`config.mk`:
```
export PLATFORM = sky130hd
export DESIGN_NAME = boost_startup_seq
export DESIGN_NICKNAME = d
export VERILOG_FILES = /design/src/rtl/boost_seq_pkg.sv /design/src/rtl/boost_seq_timer.sv /design/src/rtl/boost_seq_ctrl.sv /design/src/rtl/boost_startup_seq.sv
export SDC_FILE = /design/constraint.sdc
export NUM_CORES = 1
export LEC_CHECK = 0
export BUFFER_PORTS_ARGS = -buffer_cell sky130_fd_sc_hd__buf_4
export CAP_MARGIN = 30
export CELL_PAD_IN_SITES_DETAIL_PLACEMENT = 0
export CELL_PAD_IN_SITES_GLOBAL_PLACEMENT = 2
export CORE_ASPECT_RATIO = 1.75
export CORE_MARGIN = 10
export CORE_UTILIZATION = 34
export DETAILED_ROUTE_END_ITERATION = 8
export GPL_TIMING_DRIVEN = 1
export PLACE_DENSITY_LB_ADDON = 0.1
export SLEW_MARGIN = 40
export SYNTH_ARGS = -nofsm -noshare
export SYNTH_HDL_FRONTEND = slang
export SYNTH_SLANG_ARGS = --single-unit
```
`constraint.sdc`:
```
create_clock -name clk -period 3.1 [get_ports clk]
set_input_delay 0.62 -clock clk [delete_from_list [all_inputs] [get_ports clk]]
set_output_delay 0.62 -clock clk [all_outputs]
set_load 0.005 [all_outputs]
```
`src/rtl/boost_seq_pkg.sv`:
```
package boost_seq_pkg;

  typedef enum logic [3:0] {
    ST_OFF    = 4'd0,
    ST_PRECHG = 4'd1,
    ST_SWON   = 4'd2,
    ST_B25    = 4'd3,
    ST_B50    = 4'd4,
    ST_B75    = 4'd5,
    ST_RUN    = 4'd6,
    ST_WSUP   = 4'd7,
    ST_WDROP  = 4'd8,
    ST_WCOOL  = 4'd9
  } seqState_t;

  // strobes from control to the timing datapath
  typedef struct packed {
    logic cntClr;
    logic cntRun;
    logic shortSel;
  } timerCmd_t;

endpackage

```
`src/rtl/boost_seq_timer.sv`:
```
module boost_seq_timer
  import boost_seq_pkg::*;
#(
  parameter int LONG_TICKS  = 2048,
  parameter int SHORT_TICKS = 128,
  parameter int SYNC_STAGES = 2
) (
  input  logic      clk,
  input  logic      rstN,
  input  logic      enN,
  input  logic      tick,
  input  timerCmd_t cmd,
  output logic      runReq,
  output logic      expire
);
  localparam int CW = (LONG_TICKS > 1) ? $clog2(LONG_TICKS) : 1;
  localparam logic [CW-1:0] LONG_LAST  = CW'(LONG_TICKS - 1);
  localparam logic [CW-1:0] SHORT_LAST = CW'(SHORT_TICKS - 1);

  logic [SYNC_STAGES-1:0] syncQ;
  logic [CW-1:0]          tickCnt;
  logic [CW-1:0]          lastCnt;

  // enable synchronizer; resets to "not running"
  generate
    if (SYNC_STAGES > 1) begin : g_multi
      always_ff @(posedge clk or negedge rstN) begin
        if (!rstN) syncQ <= '0;
        else       syncQ <= {syncQ[SYNC_STAGES-2:0], ~enN};
      end
    end else begin : g_single
      always_ff @(posedge clk or negedge rstN) begin
        if (!rstN) syncQ <= '0;
        else       syncQ <= ~enN;
      end
    end
  endgenerate

  assign runReq  = syncQ[SYNC_STAGES-1];
  assign lastCnt = cmd.shortSel ? SHORT_LAST : LONG_LAST;
  assign expire  = cmd.cntRun && tick && (tickCnt == lastCnt);

  always_ff @(posedge clk or negedge rstN) begin
    if (!rstN)                  tickCnt <= '0;
    else if (cmd.cntClr)        tickCnt <= '0;
    else if (cmd.cntRun && tick) tickCnt <= tickCnt + CW'(1);
  end

endmodule

```
`src/rtl/boost_seq_ctrl.sv`:
```
module boost_seq_ctrl
  import boost_seq_pkg::*;
(
  input  logic       clk,
  input  logic       rstN,
  input  logic       runReq,
  input  logic       expire,
  input  logic       fltUv,
  input  logic       fltOc,
  input  logic       fltOv,
  input  logic       fltOt,
  input  logic       rcvSupply,
  input  logic       rcvOutLow,
  input  logic       rcvCool,
  output timerCmd_t  cmd,
  output logic       inrushEn,
  output logic       swEn,
  output logic       drvEn,
  output logic [1:0] ilimLvl,
  output logic [3:0] stateCode
);
  seqState_t state, nxt;
  logic      restart;

  always_comb begin
    nxt     = state;
    restart = 1'b0;
    if (!runReq) begin
      nxt = ST_OFF;
    end else begin
      unique case (state)
        ST_OFF:   nxt = ST_PRECHG;
        ST_WSUP:  if (rcvSupply) nxt = ST_PRECHG;
        ST_WDROP: if (rcvOutLow) nxt = ST_PRECHG;
        ST_WCOOL: if (rcvCool)   nxt = ST_PRECHG;
        ST_PRECHG, ST_SWON, ST_B25, ST_B50, ST_B75, ST_RUN: begin
          if      (fltUv) nxt = ST_WSUP;
          else if (fltOt) nxt = ST_WCOOL;
          else if (fltOv) nxt = ST_WDROP;
          else if (fltOc) begin
            nxt     = ST_PRECHG;
            restart = 1'b1;
          end else if (expire) begin
            unique case (state)
              ST_PRECHG: nxt = ST_SWON;
              ST_SWON:   nxt = ST_B25;
              ST_B25:    nxt = ST_B50;
              ST_B50:    nxt = ST_B75;
              ST_B75:    nxt = ST_RUN;
              default:   nxt = state;
            endcase
          end
        end
        default:  nxt = ST_OFF;
      endcase
    end
  end

  always_ff @(posedge clk or negedge rstN) begin
    if (!rstN) state <= ST_OFF;
    else       state <= nxt;
  end

  assign cmd.cntClr   = (nxt != state) || restart;
  assign cmd.cntRun   = state inside {ST_PRECHG, ST_SWON, ST_B25, ST_B50, ST_B75};
  assign cmd.shortSel = (state == ST_SWON);

  assign inrushEn  = (state == ST_PRECHG);
  assign swEn      = state inside {ST_SWON, ST_B25, ST_B50, ST_B75, ST_RUN};
  assign drvEn     = state inside {ST_B25, ST_B50, ST_B75, ST_RUN};
  assign stateCode = state;

  always_comb begin
    unique case (state)
      ST_B50:  ilimLvl = 2'd1;
      ST_B75:  ilimLvl = 2'd2;
      ST_RUN:  ilimLvl = 2'd3;
      default: ilimLvl = 2'd0;
    endcase
  end

endmodule

```
`src/rtl/boost_startup_seq.sv`:
```
module boost_startup_seq
  import boost_seq_pkg::*;
#(
  parameter int LONG_TICKS  = 2048,
  parameter int SHORT_TICKS = 128
) (
  input  logic       clk,
  input  logic       rstN,
  input  logic       enN,
  input  logic       tick,
  input  logic       fltUv,
  input  logic       fltOc,
  input  logic       fltOv,
  input  logic       fltOt,
  input  logic       rcvSupply,
  input  logic       rcvOutLow,
  input  logic       rcvCool,
  output logic       inrushEn,
  output logic       swEn,
  output logic       drvEn,
  output logic [1:0] ilimLvl,
  output logic [3:0] stateCode
);
  timerCmd_t timerCmd;
  logic      runReq;
  logic      expire;

  boost_seq_timer #(
    .LONG_TICKS (LONG_TICKS),
    .SHORT_TICKS(SHORT_TICKS),
    .SYNC_STAGES(2)
  ) timer_i (
    .clk   (clk),
    .rstN  (rstN),
    .enN   (enN),
    .tick  (tick),
    .cmd   (timerCmd),
    .runReq(runReq),
    .expire(expire)
  );

  boost_seq_ctrl ctrl_i (
    .clk      (clk),
    .rstN     (rstN),
    .runReq   (runReq),
    .expire   (expire),
    .fltUv    (fltUv),
    .fltOc    (fltOc),
    .fltOv    (fltOv),
    .fltOt    (fltOt),
    .rcvSupply(rcvSupply),
    .rcvOutLow(rcvOutLow),
    .rcvCool  (rcvCool),
    .cmd      (timerCmd),
    .inrushEn (inrushEn),
    .swEn     (swEn),
    .drvEn    (drvEn),
    .ilimLvl  (ilimLvl),
    .stateCode(stateCode)
  );

endmodule

```
# Word-level counts from Yosys, hierarchy flattened
# Index checks and enable logic that the tools add are counted.
# word_totals
reg_bits	17
out_inout_bits	9
# classes
mux	21
bitwise_logic	1
eq_ne	11
addsub	1
reduce_logical	9
# ops
cell	n
$pmux W4 S5	2
$mux W4	9
$mux W11	3
$eq A4 B3 Y1 const B	4
$add A11 B1 Y11 const B	1
$eq A11 B11 Y1	1
$reduce_bool A5 Y1	2
$eq A4 B2 Y1 const B	2
$eq A4 B4 Y1 const B	2
$mux W1	6
$pmux W2 S3	1
$reduce_or A6 Y1	1
$eq A4 B1 Y1 const B	1
$logic_not A4 Y1	1
$ne A4 B4 Y1	1
$reduce_bool A4 Y1	1
$logic_and A1 B1 Y1	2
$reduce_bool A2 Y1	1
$logic_or A1 B1 Y1	1
$not A1 Y1	1

# Depth between registers and ports, before layout
# Gate-level depths: netlist of the first run.
# logic_depth
depth_word	14
mapped_depth	8

# Cells and area by module
# A second synthesis of the first run with hierarchy kept.
# hier_totals
hier_cells	149
hier_area_um2	1219.9
# modules_own_cells
mod	area_per_inst_um2	cells_each	instances
boost_seq_timer	655.6	65	1
boost_seq_ctrl	564.3	84	1

# Worst setup path before layout of the first run
# Ideal clock, no wire load.
# synth_timing
path_kind	reg2reg
startpoint	register ctrl_i.state[2] (netlist: ctrl_i.stateCode[2])
endpoint	register timer_i.tickCnt[1]
path_slack_ps	720
n_path_buf	2
setup_time_ps	149
t_arrival_ps	2231
stages_incl_launch_ff	8
t_required_ps	2951
cell_sequence	dfrtp_1 -> buf_6 -> or4b_4 -> mux2i_2 -> or4_1 -> a221oi_2 -> buf_6 -> nor4_1
# synth_between
elab_chain_len	14
word_cells_on_any_way	33
cone_classes	eq/ne: 11; mux: 15; reduce/logical: 7
# synth_lines
element	line	source
start: declaration	boost_seq_ctrl.sv:22	seqState_t state, nxt;
start signal: assignment	boost_seq_ctrl.sv:61	else state <= nxt;
$eq A4 B2 Y1 (tied with other cells)	-	
$mux W11 / $reduce_bool A5 Y1 (equally long branches)	boost_seq_timer.sv:40, boost_seq_ctrl.sv:65	
$eq A11 B11 Y1 / $logic_and A1 B1 Y1 (equally long branches)	boost_seq_timer.sv:41, boost_seq_timer.sv:46	
$logic_and A1 B1 Y1	boost_seq_timer.sv:41	assign expire = cmd.cntRun && tick && (tickCnt == lastCnt);
$mux W4	boost_seq_ctrl.sv:43	end else if (expire) begin
$mux W4	boost_seq_ctrl.sv:40	else if (fltOc) begin
$mux W4	boost_seq_ctrl.sv:39	else if (fltOv) nxt = ST_WDROP;
$mux W4	boost_seq_ctrl.sv:38	else if (fltOt) nxt = ST_WCOOL;
$mux W4	boost_seq_ctrl.sv:37	if (fltUv) nxt = ST_WSUP;
$pmux W4 S5	boost_seq_ctrl.sv:31	unique case (state)
$mux W4	boost_seq_ctrl.sv:28	if (!runReq) begin
$ne A4 B4 Y1	boost_seq_ctrl.sv:64	assign cmd.cntClr = (nxt != state) || restart;
$logic_or A1 B1 Y1	boost_seq_ctrl.sv:64	
$mux W11 / $reduce_bool A2 Y1 (equally long branches)	-	
end signal: assignment	boost_seq_timer.sv:46	else if (cmd.cntRun && tick) tickCnt <= tickCnt + CW'(1);
end: declaration	boost_seq_timer.sv:21	logic [CW-1:0] tickCnt;
# Several ways; a longest one is shown, not always the timed one.
# A chain may end at the register's enable or synchronous reset.

# Worst setup path in the final report of the first run
# Same ends and word-level chain as after synthesis.

==> parameters.txt, run 1 <==
Parameter                              Value

Outcome
  Status ... complete, no violations

Layout
  Syn-to-layout area delta ... 16.5%
  Multi-input combinational cell area ... 803 um^2
  Sequential standard cell area ... 425 um^2
  Final standard cell area without fillers ... 1520 um^2
  Fraction of layout instances using a drive strength above 1 ... 21.1%
  Number of filler cells placed in the layout ... 382
  Layout Nets ... 179
  Antenna fix cells ... 0

Global route
  Number of global-route vias before repair ... 1343
  Total global-route track usage ... 12.1%
  Remaining global-route overflow ... 0
  Wire length of the first global-routing pass ... 6550 um
  Antenna violations before repair ... 0
  Maximum number of pins on one net before global-route repair ... 20

Worst setup path
  Element type at the critical path end ... flop
  Reg2reg start ... ctrl_i.stateCode[2]
  Register-to-register path setup slack ... 0.72 ns
  Crit-path cells ... buf_4, nor3_2, nor2_1, a222oi_1, nand4_1, nor4_1
  Cell at the slowest stage of the critical path ... nand4_1
  Slowest Stage Delay on Critical Path ... 0.48 ns
  Crit path max fanout ... 18
  Worst path buffer plus inverter count ... 1
  Number of cells on the critical path ... 6
  Crit-path leading delay family ... simple AND/OR/NAND/NOR gates
  Setup crit start kind ... flop
  Required time reported for the critical path endpoint ... 3.25 ns
  CP arrival ... 2.53 ns
  Worst Reg-to-Reg Cells ... 6
  R2R Path End ... timer_i.tickCnt[1]
  Startpoint-to-endpoint class of the critical path ... flop to flop

Timing
  Worst Clk Skew ... 0.000588 ns
  Time the final worst path needs with I/O delays and setup ... 2.38 ns
  Max Slew Vio Count ... 0
  Unrepaired setup endpoints after global routing ... no
  Rel. slew slack ... 52.8%
  Setup TNS after final layout ... 0 ns
  Transition time at the pin with the least slew margin ... 0.706 ns
  Number of endpoints failing setup at the final stage ... 0
  Achievable Freq ... 421 MHz
  Final hold viol count ... 0
  Worst hold margin ... 0.214 ns
  Slack of the critical path ... 0.723 ns
  Tcrit/Tclk final ... 76.7%

Floorplan
  Full die area ... 6810 um^2
  IO Count ... 20
  Chip height ... 102 um
  Die Span X ... 66.8 um
  Starting utilization of the core area ... 35.6%
  Placeable Area ... 3660 um^2
  Placement Rows ... 29

Power and ir drop
  Switch Pwr ... 0.000206 W
  Internal power contribution ... 0.000398 W
  Static leakage power ... 0.592 nW
  Proportion of power drawn by the clock network ... 28.2%
  Worst IR drop on VDD ... 0.284 mV
  Reg power frac ... 39.7%
  Part of the power in combinational logic ... 32.1%
  Share of total power consumed by net switching ... 34.1%
  Total power ... 0.000605 W
  Areal power density over the cells ... 398 nW/um^2

Logic synthesis
  Library cells used by synthesis ... 47
  Sequential share of the synthesized area ... 32.6%
  Gate Count Post-Synth ... 149
  Yosys warning count ... 0
  Average size of a mapped cell ... 8.76 um^2
  Register bit total from synthesis ... 17
  Number of enable-type register cells in the synthesized netlist ... 0
  Proportion of synthesized flip-flops having asynchronous set or reset ... 100%
  Post-synthesis instance area ... 1310 um^2
  Synthesized netlist net count ... 161
  Dominant register cell in the synthesized netlist ... dfrtp_1

Min path
  Path category of the worst min-delay check ... input pin to asynchronous set/reset pin

CTS
  Number of buffers added to fix hold violations after cts ... 0
  Clock tree root driver cell ... clkbuf_8
  Number of buffers inserted by post-CTS setup repair ... 0
  Longest Clk Path Bufs ... 2
  Clock Sink Count ... 17
  Clock tree from TritonCTS ... yes
  TritonCTS Buffers ... 3
  H-Tree Level Count ... 1
  Worst skew pair latency ... 0.25 ns
  Clock slew at the register clock pins of the worst setup and hold paths ... 0.07 ns
  Number of instances resized during post-cts repair ... 0

Placement
  Gpl congestion ... 0.795
  Estimated wirelength of the detail-placed design ... 3060 um
  Number of port buffers ... 19
  Post-detailed-placement cell area ... 1470 um^2
  Worst setup slack after placement ... 0.547 ns

Job
  Maxcap violations ... 0

Routing
  Total detailed-routing wirelength ... 3860 um
  ANT nets after route ... 0
  Total DRC errors in the routed layout ... 0
  Via-per-instance ratio ... 5.93
  Detailed router's first-iteration violation count ... 79
  Routed wire length per instance ... 18.2 um
  Total vias in the final route ... 1258
  Count of TritonRoute iterations in the first routing pass ... 4
==> per-layer routing <==
layer	wire [um]	vias up	global-route usage, %
met1	1420	598	11.5
met3	175	13	2.08
met5	0	-	0
met4	121	0	6.81
met2	2150	42	22.9
li1	-	605	-
==> metrics by stage <==
stage               util, %  std cells
CTS                    41.5        212
finish                 41.5        212
global placement       40.2        208
detailed placement     40.2        208
global route           41.5        212
floorplan                 -        149
==> sequential cells by signal, summed over array words and instances (netlist names) <==
| name | count |
|---|---|
| timer_i.tickCnt | 11 |
| timer_i.syncQ | 2 |
| ctrl_i.stateCode | 4 |
==> layout by cell type, fill, tap and decap left out, types with 2 or more instances in the layout <==
master	instances
a21oi_1	3
nand2_1	5
mux2i_1	2
xor2_1	5
clkbuf_8	3
nor3b_1	2
nand3_1	7
nor4b_1	2
o32ai_1	2
and4_1	2
nand2b_1	5
nor2_1	10
inv_1	2
or2_2	2
a211oi_1	2
nor4_1	10
buf_4	24
o21ai_0	3
nand4_1	7
xnor2_1	7
and3_1	3
dfrtp_1	17
nor3_1	12
and2_1	3
or3_1	3
nor2b_1	3
==> cells by family after synthesis <==
kind of cell | count (synthesis) | synth area share, %
compound gates | 23 | 14.3
xor+xnor | 12 | 8.05
fa+ha+maj | 1 | 0.959
buf+inv | 13 | 5.85
flops | 17 | 32.6
mux | 3 | 2.59
simple gates | 80 | 35.7
==> how the worst max path moves through the flow <==
stage / startpoint / endpoint / slack, ns
global route: ctrl_i.stateCode[2] / timer_i.tickCnt[7] / 0.53
finish: ctrl_i.stateCode[2] / timer_i.tickCnt[1] / 0.72
detailed placement: fltOv / timer_i.tickCnt[3] / 0.55
CTS: ctrl_i.stateCode[3] / timer_i.tickCnt[8] / 0.72
global placement: fltOv / timer_i.tickCnt[5] / 0.61
floorplan: ctrl_i.stateCode[2] / timer_i.tickCnt[1] / 0.72
==> Yosys cell counts (all sizes together) (3+ instances only) <==
cell	n	area share [%]
and2	3	1.4
mux2i	3	2.6
nand2b	5	2.4
buf	8	4.4
dfrtp	17	33
a21oi	3	1.2
o21ai	3	1.2
nand3	7	2.7
nor2	10	2.9
clkbuf	3	0.86
nor3	13	5.4
nand4	7	3.4
nor2b	3	1.4
or3	3	1.4
nor4	10	4.8
xor2	5	3.4
xnor2	7	4.7
nand2	5	1.4
and3	3	1.4
==> power groups by stage <==
stage          logic [W]  clock network [W]  registers [W]
5_1_grt         0.000213           0.000184       0.000242
3_3_place_gp    0.000195                  0       0.000243
6_report        0.000194           0.000170       0.000240
2_1_floorplan   0.000128                  0       0.000244
4_1_cts         0.000196           0.000172       0.000240
3_5_place_dp    0.000195                  0       0.000244
==> final cells by class <==
| type | instances | share of cell area, % |
|---|---|---|
| clock buffers | 3 | 2.72 |
| flip-flops and latches | 17 | 28.0 |
| clock inverters | 1 | 0.329 |
| repair buffers | 24 | 11.9 |
| well taps | 46 | 3.79 |
| inverters | 2 | 0.494 |
| multi-input cells | 119 | 52.8 |
No activity file was read; power rests on OpenSTA's default activity.
==> run 2, diff against run 1 <==
- CORE_UTILIZATION: 34 -> 30
- clock period: 3.1 -> 2.1 ns (I/O delays scaled with it)
==> parameters.txt, run 2 (synthesis gave the netlist of run 1 again) <==
Parameter                              Value

Worst setup path
  Register-to-register path setup slack ... -0.15 ns (-0.87 ns)
  Crit path max fanout ... 11 (-7)
  Cell at the slowest stage of the critical path ... or4b_4
  Crit-path cells ... or4b_4, mux2i_2, or4_4, a221oi_2, buf_4, nor4_1
  CP arrival ... 2.39 ns (-0.14 ns)
  Required time reported for the critical path endpoint ... 2.24 ns (-1.01 ns)
  Setup crit start kind ... flop
  Crit-path leading delay family ... simple AND/OR/NAND/NOR gates
  Slowest Stage Delay on Critical Path ... 0.56 ns (+0.08 ns)
  Worst path buffer plus inverter count ... 1 (unchanged)
  Element type at the critical path end ... flop
  Startpoint-to-endpoint class of the critical path ... flop to flop

Layout
  Syn-to-layout area delta ... 30.4%
  Layout Nets ... 198 (+11%)
  Top reg by flops ... timer_i.tickCnt
  Fraction of layout instances using a drive strength above 1 ... 32.4% (+11 points)
  Largest register FFs ... 11 (unchanged)
  Final standard cell area without fillers ... 1700 um^2 (+12%)
  Commonest cells after routing, fill and taps aside ... buf_4 (42), dfrtp_1 (17), nor3_1 (12), nor2_1 (10), nor4_1 (9)
  Leading cell type in the layout, fill and taps excluded ... buf_4
  Antenna fix cells ... 0 (unchanged)

Timing
  Slack of the critical path ... -0.151 ns (-0.874 ns)
  Worst Clk Skew ... 0.000907 ns (+0.000318 ns)
  Max Slew Vio Count ... 0 (unchanged)
  Time the final worst path needs with I/O delays and setup ... 2.25 ns (-0.126 ns)
  Achievable Freq ... 444 MHz (+5.6%)
  Final hold viol count ... 0 (unchanged)
  Number of endpoints failing setup at the final stage ... 11 (+11)
  Tcrit/Tclk final ... 107% (+31 points)
  Rel. slew slack ... 65.4% (+13 points)
  Unrepaired setup endpoints after global routing ... yes
  Transition time at the pin with the least slew margin ... 0.514 ns (-0.192 ns)
  Worst hold margin ... 0.0217 ns (-0.192 ns)
  Setup TNS after final layout ... -1.61 ns (-1.61 ns)

Power and ir drop
  Part of the power in combinational logic ... 35.8% (+3.7 points)
  Total power ... 0.000916 W (+51%)
  Proportion of power drawn by the clock network ... 26.1% (-2.1 points)
  Share of total power consumed by net switching ... 33.0% (-1.1 points)
  Worst IR drop on VDD ... 0.458 mV (+62%)
  Internal power contribution ... 0.000613 W (+54%)
  Areal power density over the cells ... 538 nW/um^2 (+35%)
  Static leakage power ... 0.694 nW (+17%)
  Reg power frac ... 38.1% (-1.6 points)
  Switch Pwr ... 0.000302 W (+47%)

Floorplan
  Die Span X ... 69.9 um (+4.5%)
  Starting utilization of the core area ... 31.2% (-4.5 points)
  Placeable Area ... 4190 um^2 (+14%)
  IO Count ... 20 (unchanged)
  Chip height ... 107 um (+5.2%)
  Full die area ... 7490 um^2 (+10%)
  Placement Rows ... 31 (+6.9%)

Routing
  ANT nets after route ... 0 (unchanged)
  Via-per-instance ratio ... 5.62 (-5.2%)
  Total vias in the final route ... 1316 (+4.6%)
  Total DRC errors in the routed layout ... 0 (unchanged)
  Count of TritonRoute iterations in the first routing pass ... 4 (unchanged)
  Detailed router's first-iteration violation count ... 85 (+7.6%)
  Routed wire length per instance ... 17.8 um (-2.2%)
  Total detailed-routing wirelength ... 4170 um (+7.9%)

Job
  Maxcap violations ... 0 (unchanged)

CTS
  H-Tree Level Count ... 1 (unchanged)
  Worst skew pair latency ... 0.25 ns (about the same)
  Clock Sink Count ... 17 (unchanged)
  Clock tree from TritonCTS ... yes
  Longest Clk Path Bufs ... 2 (unchanged)
  Number of buffers added to fix hold violations after cts ... 0 (unchanged)
  Clock tree root driver cell ... clkbuf_8
  TritonCTS Buffers ... 3 (unchanged)
  Clock slew at the register clock pins of the worst setup and hold paths ... 0.06 ns (about the same)

Global route
  Antenna violations before repair ... 0 (unchanged)
  Maximum number of pins on one net before global-route repair ... 20 (unchanged)
  Wire length of the first global-routing pass ... 6730 um (+2.8%)
  Total global-route track usage ... 10.8% (-1.2 points)
  Remaining global-route overflow ... 0 (unchanged)
  Number of global-route vias before repair ... 1369 (+1.9%)

Placement
  Estimated wirelength of the detail-placed design ... 3250 um (+6.3%)
  Gpl congestion ... 0.853 (+7.3%)
  Number of port buffers ... 19 (unchanged)
  Post-detailed-placement cell area ... 1590 um^2 (+7.9%)

Min path
  Path category of the worst min-delay check ... input pin to asynchronous set/reset pin

Outcome
  Status ... complete, but fails checks
  Failing checks ... negative setup slack
==> run 2: changes by cell type in the layout (fill, tap and decap cells not counted), sizes merged <==
cell,previous run,this run
buf,24,43
==> run 2: cell type report <==
cell class | instances | area (um^2)
clock inverters | 1 | 5.00
well taps | 49 | 61.3
flip-flops and latches | 17 | 425
fillers | 461 | 2490
clock buffers | 3 | 41.3
repair buffers | 43 | 327
inverters | 2 | 7.51
multi-input cells | 119 | 835
==> run 2: routing by layer <==
layer | track usage, % | vias to the layer above | part of all wire, % | wire [um]
li1 | - | 643 | - | -
met1 | 10.5 | 621 | 37 | 1560
met2 | 20.1 | 34 | 55 | 2310
met3 | 2.03 | 18 | 2.9 | 122
met4 | 7.08 | 0 | 4.3 | 178
met5 | 0 | - | 0 | 0
==> run 2: path summary, 6_finish.rpt <==
kind,depth (start not counted),from,endpoint
max,6,ctrl_i.stateCode[3],timer_i.tickCnt[7]
min in group clk,2,enN,timer_i.syncQ[0]
max in group asynchronous,1,rstN,ctrl_i.stateCode[2]
max reg2reg,6,ctrl_i.stateCode[3],timer_i.tickCnt[7]
min reg2reg,0,timer_i.syncQ[0],timer_i.syncQ[1]
min,1,rstN,timer_i.tickCnt[7]
==> run 2: power by group through the flow <==
stage | registers [W] | logic, W | clock network (W)
after global routing | 0.000351 | 0.000354 | 0.000267
after global placement | 0.000355 | 0.000318 | 0
after detailed placement | 0.000355 | 0.000315 | 0
after floorplan | 0.000360 | 0.000189 | 0
final | 0.000349 | 0.000328 | 0.000239
after CTS | 0.000349 | 0.000318 | 0.000248
==> run 2: repair_timing <==
action | CTS | global route
pin swaps | 1 | 4
setup buffers | 1 | 5
endpoints found under the setup margin | 13 | 14
hold endpoints to repair | 0 | 0
gates resized for setup | 2 | 6
gates cloned | 0 | 0
==> run 2: worst register-to-register path, delay by kind of cell, from the launching register on <==
family | cells | cell delay [ns]
AND/OR/NAND/NOR | 3 | 1.14
buffers and inverters | 1 | 0.22
multiplexers | 1 | 0.17
flip-flops | 1 | 0.38
AO/OA/AOI/OAI | 1 | 0.22
==> run 2: through the flow <==
stage | util (%) | worst slack (ns) | std cells
final | 40.6 | -0.151 | 234
after global routing | 40.6 | -0.232 | 234
after CTS | 39.5 | -0.144 | 231
after detailed placement | 38.0 | -0.154 | 226
after global placement | 38.0 | -0.122 | 226
after floorplan | - | -0.280 | 149
==> run 3, diff against run 2 <==
- SETUP_SLACK_MARGIN: default -> 0.5
==> parameters.txt, run 3 (synthesis gave the netlist of run 1 again) <==
Parameter                              Value

Global route
  Antenna violations before repair ... 0 (unchanged)
  Wire length of the first global-routing pass ... 6820 um (+1.2%)
  Maximum number of pins on one net before global-route repair ... 20 (unchanged)
  Remaining global-route overflow ... 0 (unchanged)
  Total global-route track usage ... 10.9% (+0.058 points)
  Number of global-route vias before repair ... 1410 (+3.0%)

Layout
  Sequential standard cell area ... 425 um^2 (unchanged)
  Multi-input combinational cell area ... 875 um^2 (+4.8%)
  Fraction of layout instances using a drive strength above 1 ... 39.4% (+6.9 points)
  Number of filler cells placed in the layout ... 446 (-3.3%)
  Layout Nets ... 206 (+4.0%)
  Top reg by flops ... timer_i.tickCnt
  Largest register FFs ... 11 (unchanged)
  Syn-to-layout area delta ... 40.2%
  Leading cell type in the layout, fill and taps excluded ... buf_4
  Final standard cell area without fillers ... 1830 um^2 (+7.5%)
  Antenna fix cells ... 0 (unchanged)
  Commonest cells after routing, fill and taps aside ... buf_4 (47), dfrtp_1 (17), nor3_1 (10), nor4_1 (10), nor2_1 (9)

Floorplan
  Placeable Area ... 4190 um^2 (unchanged)
  IO Count ... 20 (unchanged)
  Placement Rows ... 31 (unchanged)
  Starting utilization of the core area ... 31.2% (unchanged)
  Die Span X ... 69.9 um (unchanged)
  Chip height ... 107 um (unchanged)
  Full die area ... 7490 um^2 (unchanged)

Power and ir drop
  Proportion of power drawn by the clock network ... 24.6% (-1.5 points)
  Areal power density over the cells ... 540 nW/um^2 (+0.28%)
  Internal power contribution ... 0.000664 W (+8.3%)
  Total power ... 0.000987 W (+7.8%)
  Worst IR drop on VDD ... 0.327 mV (-29%)
  Switch Pwr ... 0.000323 W (+6.7%)
  Part of the power in combinational logic ... 39.9% (+4.1 points)
  Reg power frac ... 35.4% (-2.7 points)
  Static leakage power ... 0.746 nW (+7.5%)
  Share of total power consumed by net switching ... 32.7% (-0.34 points)

Worst setup path
  Worst path buffer plus inverter count ... 1 (unchanged)
  Reg2reg start ... ctrl_i.stateCode[2]
  Crit-path leading delay family ... simple AND/OR/NAND/NOR gates
  Startpoint-to-endpoint class of the critical path ... flop to flop
  Register-to-register path setup slack ... -0.12 ns (+0.03 ns)
  Element type at the critical path end ... flop
  Cell at the slowest stage of the critical path ... or4b_4
  CP arrival ... 2.35 ns (-0.04 ns)
  Setup crit start kind ... flop
  Crit-path cells ... or4b_4, mux2i_2, or4_4, a221oi_2, buf_4, nor4_1
  Required time reported for the critical path endpoint ... 2.24 ns (about the same)
  Slowest Stage Delay on Critical Path ... 0.53 ns (-0.03 ns)
  Crit path max fanout ... 11 (unchanged)
  CP Launch Point ... ctrl_i.stateCode[2]

Timing
  Number of endpoints failing setup at the final stage ... 12 (+1)
  Time the final worst path needs with I/O delays and setup ... 2.22 ns (-0.0343 ns)
  Unrepaired setup endpoints after global routing ... yes
  Max Slew Vio Count ... 0 (unchanged)
  Worst Clk Skew ... 0.00456 ns (+0.00365 ns)
  Transition time at the pin with the least slew margin ... 0.524 ns (+0.0101 ns)
  Rel. slew slack ... 64.7% (-0.68 points)
  Slack of the critical path ... -0.116 ns (+0.0343 ns)
  Tcrit/Tclk final ... 106% (-1.6 points)
  Final hold viol count ... 0 (unchanged)
  Achievable Freq ... 451 MHz (+1.5%)

Placement
  Estimated wirelength of the detail-placed design ... 3290 um (+1.1%)
  Post-detailed-placement cell area ... 1590 um^2 (unchanged)
  Gpl congestion ... 0.843 (-1.1%)
  Number of port buffers ... 19 (unchanged)
  Worst setup slack after placement ... -0.133 ns (+0.0207 ns)

Job
  Maxcap violations ... 0 (unchanged)

Min path
  Path category of the worst min-delay check ... input pin to asynchronous set/reset pin

Outcome
  Failing checks ... negative setup slack
  Status ... complete, but fails checks

Routing
  Total vias in the final route ... 1353 (+2.8%)
  Via-per-instance ratio ... 5.59 (-0.59%)
  ANT nets after route ... 0 (unchanged)
  Total DRC errors in the routed layout ... 0 (unchanged)
  Detailed router's first-iteration violation count ... 83 (-2.4%)
  Total detailed-routing wirelength ... 4200 um (+0.82%)
  Count of TritonRoute iterations in the first routing pass ... 4 (unchanged)
  Routed wire length per instance ... 17.4 um (-2.5%)

CTS
  Clock slew at the register clock pins of the worst setup and hold paths ... 0.07 ns (about the same)
  H-Tree Level Count ... 1 (unchanged)
  TritonCTS Buffers ... 3 (unchanged)
  Worst skew pair latency ... 0.25 ns (about the same)
  Clock tree root driver cell ... clkbuf_8
  Clock Sink Count ... 17 (unchanged)
  Longest Clk Path Bufs ... 2 (unchanged)
  Number of buffers added to fix hold violations after cts ... 0 (unchanged)
  Clock tree from TritonCTS ... yes
## run 3: path summary, 6_finish.rpt
| check | to | cells past startpoint |
|---|---|---|
| worst max-delay path | timer_i.tickCnt[7] | 6 |
| worst min-delay path | timer_i.tickCnt[8] | 1 |
| worst max register to register | timer_i.tickCnt[7] | 6 |
| worst min register to register | timer_i.syncQ[1] | 0 |
| max in group asynchronous | timer_i.syncQ[1] | 1 |
| min in group clk | timer_i.syncQ[0] | 2 |
## run 3: metrics by stage
step,TNS [ns],util [%],cells,hold WS (ns)
after CTS,-1.51,40.9,231,0.0293
after global placement,-1.34,38.0,226,0.292
after global routing,-2.35,43.7,242,0.0320
after detailed placement,-1.37,38.0,226,0.298
final,-1.18,43.7,242,0.0199
after floorplan,-2.81,-,149,0.124
## run 3: area by class of cell
class / count / share of cell area [%]
clock buffers: 4 / 2.46
inverters: 2 / 0.684
multi-input cells: 119 / 47.8
flip-flops and latches: 17 / 23.3
well taps: 49 / 3.35
repair buffers: 51 / 22.4
## run 3: power by group through the flow
stage / combinational (W) / clock, W / sequential, W
after floorplan: 0.000189 / 0 / 0.000360
after global placement: 0.000318 / 0 / 0.000355
after detailed placement: 0.000316 / 0 / 0.000356
after CTS: 0.000346 / 0.000248 / 0.000352
after global routing: 0.000429 / 0.000263 / 0.000351
final: 0.000394 / 0.000243 / 0.000350
## run 3: what timing repair did
item                                   in CTS  in global routing
endpoints found under the hold margin       0                  0
resized for setup                          20                  8
pin swaps                                   5                  6
setup buffers                               1                 11
setup endpoints to repair                  20                 20
cloned                                      0                  0
## run 3: layer usage
metal | track usage (%) | vias to the layer above | share of wire [%]
met4 | 5.24 | 0 | 3.8
li1 | - | 657 | -
met1 | 10.4 | 655 | 38
met3 | 2.03 | 14 | 3.0
met2 | 21.3 | 27 | 55
met5 | 0 | - | 0
